**src/rtl/scb_pkg.sv**
```systemverilog
package scb_pkg;
   localparam int unsigned NIB_W   = 4;
   localparam int unsigned BYTE_W  = 8;
   localparam int unsigned FRAME_W = 2 * BYTE_W + NIB_W;

   typedef struct packed {
      logic              valid;
      logic [BYTE_W-1:0] hi;
      logic [BYTE_W-1:0] lo;
   } scb_reply_t;
endpackage

```
**src/rtl/scb_crc4.sv**
```systemverilog
module scb_crc4 #(
   parameter int unsigned DATA_W = 16,
   parameter int unsigned CRC_W  = 4,
   parameter int unsigned POLY   = 3
) (
   input  logic [DATA_W-1:0] data,
   output logic [CRC_W-1:0]  crc
);
   localparam logic [CRC_W-1:0] POLY_V = CRC_W'(POLY);

   if (DATA_W < 1 || CRC_W < 2) begin : g_bad_cfg
      $error("scb_crc4: DATA_W must be >= 1 and CRC_W >= 2");
   end

   always_comb begin
      logic [CRC_W-1:0] acc;
      logic             fb;
      acc = '0;
      for (int i = DATA_W - 1; i >= 0; i--) begin
         fb  = acc[CRC_W-1] ^ data[i];
         acc = {acc[CRC_W-2:0], 1'b0};
         if (fb) acc = acc ^ POLY_V;
      end
      crc = acc;
   end
endmodule

```
**src/rtl/scb_cmd_decode.sv**
```systemverilog
module scb_cmd_decode #(
   parameter int unsigned     ADDR_W     = 4,
   parameter int unsigned     CRC_W      = 4,
   parameter int unsigned     DATA_W     = 8,
   parameter logic [3:0]      NVM_OP     = 4'b1001,
   parameter logic [3:0]      CLR_OP     = 4'b1100,
   parameter bit              LONG_CLEAR = 1'b1,
   localparam int unsigned    FRAME_W    = DATA_W + 2 * ADDR_W + CRC_W,
   localparam int unsigned    LONG_B     = FRAME_W - CRC_W,
   localparam int unsigned    SHORT_B    = 2 * ADDR_W
) (
   input  logic               cmd_long,
   input  logic [FRAME_W-1:0] cmd_word,
   input  logic [ADDR_W-1:0]  dev_addr,
   output logic               hit_nvm,
   output logic               hit_clr,
   output logic [ADDR_W-1:0]  cmd_addr,
   output logic [ADDR_W-1:0]  prog_val
);
   logic [CRC_W-1:0]  crc_l;
   logic [CRC_W-1:0]  crc_s;
   logic              crc_ok;
   logic              addr_ok;
   logic              len_ok_clr;
   logic [ADDR_W-1:0] op;
   logic [ADDR_W-1:0] marker;

   scb_crc4 #(.DATA_W(LONG_B), .CRC_W(CRC_W)) u_crc_long (
      .data (cmd_word[FRAME_W-1:CRC_W]),
      .crc  (crc_l)
   );

   scb_crc4 #(.DATA_W(SHORT_B), .CRC_W(CRC_W)) u_crc_short (
      .data (cmd_word[SHORT_B+CRC_W-1:CRC_W]),
      .crc  (crc_s)
   );

   if (LONG_CLEAR) begin : g_clr_any_len
      assign len_ok_clr = 1'b1;
   end else begin : g_clr_short_only
      assign len_ok_clr = ~cmd_long;
   end

   always_comb begin
      cmd_addr = cmd_word[CRC_W+2*ADDR_W-1 -: ADDR_W];
      op       = cmd_word[CRC_W+ADDR_W-1 -: ADDR_W];
      prog_val = cmd_word[CRC_W+3*ADDR_W-1 -: ADDR_W];
      marker   = cmd_word[FRAME_W-1 -: ADDR_W];
      crc_ok   = cmd_long ? (crc_l == cmd_word[CRC_W-1:0])
                          : (crc_s == cmd_word[CRC_W-1:0]);
      addr_ok  = (cmd_addr == dev_addr);
      hit_nvm  = crc_ok && addr_ok && cmd_long && (marker == '1)
              && (prog_val == cmd_addr) && (op == NVM_OP[ADDR_W-1:0]);
      hit_clr  = crc_ok && addr_ok && len_ok_clr && (op == CLR_OP[ADDR_W-1:0]);
   end
endmodule

```
**src/rtl/scb_nvm_store.sv**
```systemverilog
module scb_nvm_store #(
   parameter int unsigned ADDR_W = 4
) (
   input  logic              clk,
   input  logic              erase_n,
   input  logic              por_n,
   input  logic              prog_en,
   input  logic [ADDR_W-1:0] prog_val,
   input  logic              asg_valid,
   input  logic [ADDR_W-1:0] asg_addr,
   output logic              blank,
   output logic [ADDR_W-1:0] stored,
   output logic [ADDR_W-1:0] dev_addr
);
   logic boot_pend;
   logic dyn_ok;

   assign dyn_ok = blank || (stored == '0);

   always_ff @(posedge clk or negedge erase_n) begin
      if (!erase_n) begin
         blank  <= 1'b1;
         stored <= '0;
      end else if (prog_en && blank) begin
         blank  <= 1'b0;
         stored <= prog_val;
      end
   end

   always_ff @(posedge clk or negedge por_n) begin
      if (!por_n) begin
         boot_pend <= 1'b1;
         dev_addr  <= '0;
      end else if (boot_pend) begin
         boot_pend <= 1'b0;
         dev_addr  <= blank ? '0 : stored;
      end else if (asg_valid && dyn_ok) begin
         dev_addr  <= asg_addr;
      end
   end

   p_written_frozen_r4: assert property (@(posedge clk) disable iff (!erase_n)
      !blank |=> ($stable(stored) && !blank));

   p_asg_locked_r11: assert property (@(posedge clk) disable iff (!erase_n || !por_n)
      (!boot_pend && !dyn_ok) |=> $stable(dev_addr));
endmodule

```
**src/rtl/scb_rsp_stage.sv**
```systemverilog
module scb_rsp_stage
   import scb_pkg::*;
#(
   parameter int unsigned  CRC_W   = 4,
   localparam int unsigned LONG_B  = 2 * BYTE_W,
   localparam int unsigned OUT_W   = LONG_B + CRC_W
) (
   input  logic             clk,
   input  logic             por_n,
   input  logic             cmd_valid,
   input  logic             cmd_long,
   input  scb_reply_t       new_reply,
   output logic             stg_valid,
   output logic             rsp_valid,
   output logic             rsp_long,
   output logic [OUT_W-1:0] rsp_word
);
   scb_reply_t       stg;
   logic [CRC_W-1:0] crc_l;
   logic [CRC_W-1:0] crc_s;
   logic [OUT_W-1:0] frame;

   scb_crc4 #(.DATA_W(LONG_B), .CRC_W(CRC_W)) u_crc_long (
      .data ({stg.hi, stg.lo}),
      .crc  (crc_l)
   );

   scb_crc4 #(.DATA_W(BYTE_W), .CRC_W(CRC_W)) u_crc_short (
      .data (stg.lo),
      .crc  (crc_s)
   );

   always_comb begin
      if (!stg.valid)    frame = '0;
      else if (cmd_long) frame = {stg.hi, stg.lo, crc_l};
      else               frame = {{BYTE_W{1'b0}}, stg.lo, crc_s};
   end

   always_ff @(posedge clk or negedge por_n) begin
      if (!por_n) begin
         stg       <= '0;
         rsp_valid <= 1'b0;
         rsp_long  <= 1'b0;
         rsp_word  <= '0;
      end else if (cmd_valid) begin
         stg       <= new_reply;
         rsp_valid <= stg.valid;
         rsp_long  <= cmd_long;
         rsp_word  <= frame;
      end
   end

   assign stg_valid = stg.valid;

   p_reply_hold_r5: assert property (@(posedge clk) disable iff (!por_n)
      !cmd_valid |=> ($stable(rsp_word) && $stable(rsp_valid) && $stable(rsp_long)));
endmodule

```
**src/rtl/scb_slave_cmd.sv**
```systemverilog
module scb_slave_cmd
   import scb_pkg::*;
#(
   parameter int unsigned  ADDR_W     = 4,
   parameter int unsigned  CRC_W      = 4,
   parameter int unsigned  DATA_W     = 8,
   parameter int unsigned  IO_W       = 4,
   parameter logic [3:0]   NVM_OP     = 4'b1001,
   parameter logic [3:0]   CLR_OP     = 4'b1100,
   parameter bit           LONG_CLEAR = 1'b1,
   localparam int unsigned FRM_W      = DATA_W + 2 * ADDR_W + CRC_W,
   localparam int unsigned PAD_W      = DATA_W - ADDR_W
) (
   input  logic              clk,
   input  logic              erase_n,
   input  logic              por_n,
   input  logic              cmd_valid,
   input  logic              cmd_long,
   input  logic [FRM_W-1:0]  cmd_word,
   input  logic              asg_valid,
   input  logic [ADDR_W-1:0] asg_addr,
   input  logic              lo_set,
   input  logic              bus_clear,
   input  logic              sw_closed,
   input  logic              undervolt,
   input  logic [IO_W-1:0]   io_level,
   output logic              rsp_valid,
   output logic              rsp_long,
   output logic [FRM_W-1:0]  rsp_word,
   output logic              logic_out,
   output logic [ADDR_W-1:0] dev_addr,
   output logic              nv_flag
);
   if (ADDR_W != NIB_W || CRC_W != NIB_W || DATA_W != BYTE_W || IO_W != NIB_W) begin : g_bad_cfg
      $error("scb_slave_cmd: frame layout fixes ADDR_W, CRC_W, IO_W at 4 and DATA_W at 8");
   end

   logic              hit_nvm;
   logic              hit_clr;
   logic [ADDR_W-1:0] cmd_addr;
   logic [ADDR_W-1:0] prog_val;
   logic              blank;
   logic [ADDR_W-1:0] stored;
   logic              acc_nvm;
   logic              acc_clr;
   logic              stg_valid;
   scb_reply_t        new_reply;

   scb_cmd_decode #(
      .ADDR_W     (ADDR_W),
      .CRC_W      (CRC_W),
      .DATA_W     (DATA_W),
      .NVM_OP     (NVM_OP),
      .CLR_OP     (CLR_OP),
      .LONG_CLEAR (LONG_CLEAR)
   ) u_decode (
      .cmd_long (cmd_long),
      .cmd_word (cmd_word),
      .dev_addr (dev_addr),
      .hit_nvm  (hit_nvm),
      .hit_clr  (hit_clr),
      .cmd_addr (cmd_addr),
      .prog_val (prog_val)
   );

   assign acc_nvm = cmd_valid && hit_nvm;
   assign acc_clr = cmd_valid && hit_clr;

   scb_nvm_store #(.ADDR_W(ADDR_W)) u_nvm (
      .clk       (clk),
      .erase_n   (erase_n),
      .por_n     (por_n),
      .prog_en   (acc_nvm),
      .prog_val  (prog_val),
      .asg_valid (asg_valid),
      .asg_addr  (asg_addr),
      .blank     (blank),
      .stored    (stored),
      .dev_addr  (dev_addr)
   );

   assign nv_flag = ~blank;

   always_comb begin
      new_reply       = '0;
      new_reply.hi    = {cmd_addr, {PAD_W{1'b0}}};
      if (acc_nvm) begin
         new_reply.valid = (cmd_addr != '0);
         new_reply.lo    = {{PAD_W{1'b1}}, (blank ? prog_val : stored)};
      end else if (acc_clr) begin
         new_reply.valid = (cmd_addr != '0);
         new_reply.lo    = {~blank, undervolt, 1'b0, sw_closed, io_level};
      end
   end

   scb_rsp_stage #(.CRC_W(CRC_W)) u_stage (
      .clk       (clk),
      .por_n     (por_n),
      .cmd_valid (cmd_valid),
      .cmd_long  (cmd_long),
      .new_reply (new_reply),
      .stg_valid (stg_valid),
      .rsp_valid (rsp_valid),
      .rsp_long  (rsp_long),
      .rsp_word  (rsp_word)
   );

   always_ff @(posedge clk or negedge por_n) begin
      if (!por_n)                    logic_out <= 1'b0;
      else if (bus_clear || acc_clr) logic_out <= 1'b0;
      else if (lo_set)               logic_out <= 1'b1;
   end

   p_clr_low_r8: assert property (@(posedge clk) disable iff (!por_n)
      (cmd_valid && hit_clr) |=> !logic_out);

   p_bus_clear_r10: assert property (@(posedge clk) disable iff (!por_n)
      bus_clear |=> !logic_out);

   p_zero_silent_r6: assert property (@(posedge clk) disable iff (!por_n)
      (cmd_valid && cmd_word[CRC_W+2*ADDR_W-1 -: ADDR_W] == '0) |=> !stg_valid);
endmodule

```
**config.mk**
```make
export PLATFORM = sky130hd
export DESIGN_NAME = scb_slave_cmd
export DESIGN_NICKNAME = d
export VERILOG_FILES = /design/src/rtl/scb_pkg.sv /design/src/rtl/scb_crc4.sv /design/src/rtl/scb_cmd_decode.sv /design/src/rtl/scb_nvm_store.sv /design/src/rtl/scb_rsp_stage.sv /design/src/rtl/scb_slave_cmd.sv
export SDC_FILE = /design/constraint.sdc
export NUM_CORES = 1
export LEC_CHECK = 0
export CORE_MARGIN = 5
export CORE_UTILIZATION = 53
export DETAILED_ROUTE_END_ITERATION = 12
export PLACE_DENSITY = 0.85
export SYNTH_ARGS = -nofsm -noshare
export SYNTH_HDL_FRONTEND = slang
export SYNTH_SLANG_ARGS = --single-unit
```
**constraint.sdc**
```tcl
create_clock -name clk -period 3.2 [get_ports clk]
set_input_delay 0.48 -clock clk [delete_from_list [all_inputs] [get_ports clk]]
set_output_delay 0.48 -clock clk [all_outputs]
set_load 0.005 [all_outputs]
```
==> run metrics <==
final WL=5710 um; Synth Instances=256; CTS sink count=between 40 and 50; unrepaired setup endpoints after global routing=no; clock skew=just under 7 ps; initial antenna violation count=0; Skew-Pair Late Insertion Delay=300 ps; Crit path required time=between 3000 and 4000 ps; post-route ant nets=0; main combinational cell family by area after synthesis=XOR/XNOR gates; gr ovfl total=0; Internal=0.000939 W; largest net degree at the start of global routing=46; Final period util=0.927; f_max=approximately 0.34 GHz; Post-synth ARST share=1.00; Hold/Removal Path Class=in -> async; Pre-antenna DRT Iters=4; Post-Place Cells=around 380; Synth area leaders=dfrtp_1 (39%), xnor3_1 (8.7%), xor2_1 (6.4%), xnor2_1 (5.7%), inv_1 (4.3%); Worst Path Arrival=between 3000 and 4000 ps; part of the power in combinational logic=0.226; Synth Area in XOR/XNOR=0.218; Pleak=roughly 1.5 nW; Post-Synth Adder-Cell Area=0.00966; Tot GR Track Use=0.192; CTS root buf=clkbuf_8; # DRC=0; TritonCTS clock tree=built; Setup crit start=cmd_word[10]; FF-to-FF Start=u_nvm.dev_addr[2]; Tmin final=2970 ps; diode count=0; starting density of the core=0.549; vias in the first global route=2,078; die footprint=between 6000 and 7000 um2; dpl cell area=3310 um2; Critical Path Source Type=input port; synth warn=0; H-tree lvl count=2; cts-stage hold buffer count=0; mux contribution to synthesized area=0.0777; Yosys top cell area share=0.386; critical path type=in -> reg; sw frac=0.251; Post-Synthesis Cell Area=2590 um2; simple-gate area share of the yosys netlist=0.104; first-pass GRT wire length=9520 um; drt initial violations=89; clock power share=0.333; Port Buffers=between 60 and 70; Reg power frac=0.441; CP Capture Type=flop; Worst Tran Pin Value=approximately 500 ps; Syn-to-layout area delta=32.0%; #FFs+latches synth=42; final hold vios=0; Final Max Tran Viols=0; number of vias per cell=5.21; non-filler cells, final=392; CTS buffer count=5; Die Width=79.9 um; share of cells above drive strength 1=0.111; post-synthesis sequential area ratio=0.407; Worst-path clk slew=80 ps; Slew headroom=0.667; WL/cell=14.6 um; pwr dens=~370 nW/um2; Design Area, Final=3420 um2; peak supply drop=around 0.00025 V; predominant post-synthesis flop cell=dfrtp_1; post-route setup TNS=0 ps; cell taking the most area after synthesis=dfrtp_1; Final #Nets=364; Die Height=between 70 and 80 um; Synth cell types=39; crit path max fanout=4; Post-CTS Setup Bufs=0; number of setup violations in the final report=0; # rows=25; number of enable flip-flop cells after synthesis=0; Post-CTS Resized=0; Max clock buf depth=2; average size of a mapped cell=10.1 um2; RD Place Congestion=0.883; dpl hpwl=4470 um; outcome=completed; I/O pins=66; Max Cap Viol=0; Net Switching=between 0.0003 and 0.0004 W; via count=~2,000; Core ar.=4720 um2; Synth Area in Compound Gates=0.101
-- worst max-delay path: stages --
cell and delay, ps:
clkdlybuf4s50_1 480, inv_1 40, ha_1 300, xor2_1 340, xnor3_1 270, o21ai_0 70
or3b_4 430, nor4_4 340, mux2_2 390
-- power groups by stage --
stage,clock network (W),logic [W],registers [W]
after floorplan,0,0.000175,0.000561
after global placement,0,0.000277,0.000563
after detailed placement,0,0.000283,0.000563
after CTS,0.000422,0.000285,0.000553
after global routing,0.000447,0.000307,0.000555
final,0.000418,0.000284,0.000553
-- flip-flops by register name, summed over array words and instances, names as in the netlist, 4 cells and up --
| name | flops |
|---|---|
| u_stage.rsp_word | 16 |
| u_stage.stg | 12 |
| u_nvm.dev_addr | 4 |
| u_nvm.stored | 4 |
-- cells in the final DEF (no fill, tap or decap), types with 8 or more instances in the layout --
master	netlist	layout
nor2_1	9	9
o21ai_0	16	16
mux2_2	9	9
xnor3_1	10	10
xnor2_1	17	17
dfrtp_1	40	40
buf_4	5	14
clkdlybuf4s50_1	0	61
mux2i_1	10	10
xor2_1	19	19
nand2_1	12	12
o22ai_1	16	16
a21oi_1	8	8
nand3_1	15	15
inv_1	30	30
-- through the flow --
step	hold slack, ps	setup slack (ps)	total power, W	util
final	400	234	0.00125	0.724
after global routing	412	98.3	0.00131	0.724
after CTS	407	231	0.00126	0.724
after detailed placement	512	-72.3	0.000847	0.701
after global placement	507	8.56	0.000840	0.701
after floorplan	184	410	0.000736	-
-- kinds of logic (layout without fill, tap and decap cells) --
group / after synthesis / count (layout)
xor+xnor: 47 / 47
flops: 42 / 42
simple gates: 51 / 51
mux: 19 / 19
fa+ha+maj: 2 / 2
other cells: 1 / 5
compound gates: 45 / 45
buf+inv: 49 / 114
-- synth_stat cells, drive strengths merged, types with 2 or more instances --
cell    number
dfrtp       40
xnor3       11
nor4         3
nand2       12
dfstp        2
xnor2       17
ha           2
buf         10
nand3       15
a21oi        8
nor2         9
inv         30
o21ai       17
mux2i       10
a211oi       2
o22ai       16
nor3b        2
nor3         2
xor2        19
mux2         9
clkbuf       8
-- per-layer routing --
| metal | wire [um] | share of wire | global-route usage | vias to the layer above |
|---|---|---|---|---|
| met5 | 0 | 0 | 0 | - |
| met4 | 119 | 0.021 | 0.0709 | 0 |
| met3 | 322 | 0.056 | 0.0451 | 15 |
| met2 | 2920 | 0.51 | 0.327 | 67 |
| met1 | 2350 | 0.41 | 0.236 | 970 |
| li1 | - | - | - | 992 |
-- path summary, 6_finish.rpt --
kind                                       end  slack, ps  cells past startpoint
setup / recovery               u_nvm.stored[0]        230                      9
hold / removal                 u_nvm.stored[1]        400                      1
setup reg to reg               u_nvm.stored[0]        940                      6
hold reg to reg            u_stage.rsp_word[4]        520                      2
max in group asynchronous      u_nvm.boot_pend       2250                      2
min in group clk           u_stage.rsp_word[4]        520                      2
-- layout make-up --
class / count / area (um2)
Tap cell: 67 / 83.8
Clock inverter: 2 / 37.5
Clock buffer: 6 / 72.6
Timing Repair Buffer: 75 / 716
Sequential cell: 42 / 1050
Inverter: 31 / 116
Fill cell: 357 / 1300
Multi-Input combinational cell: 169 / 1340
Note: power is estimated with default switching activity, not from simulation.
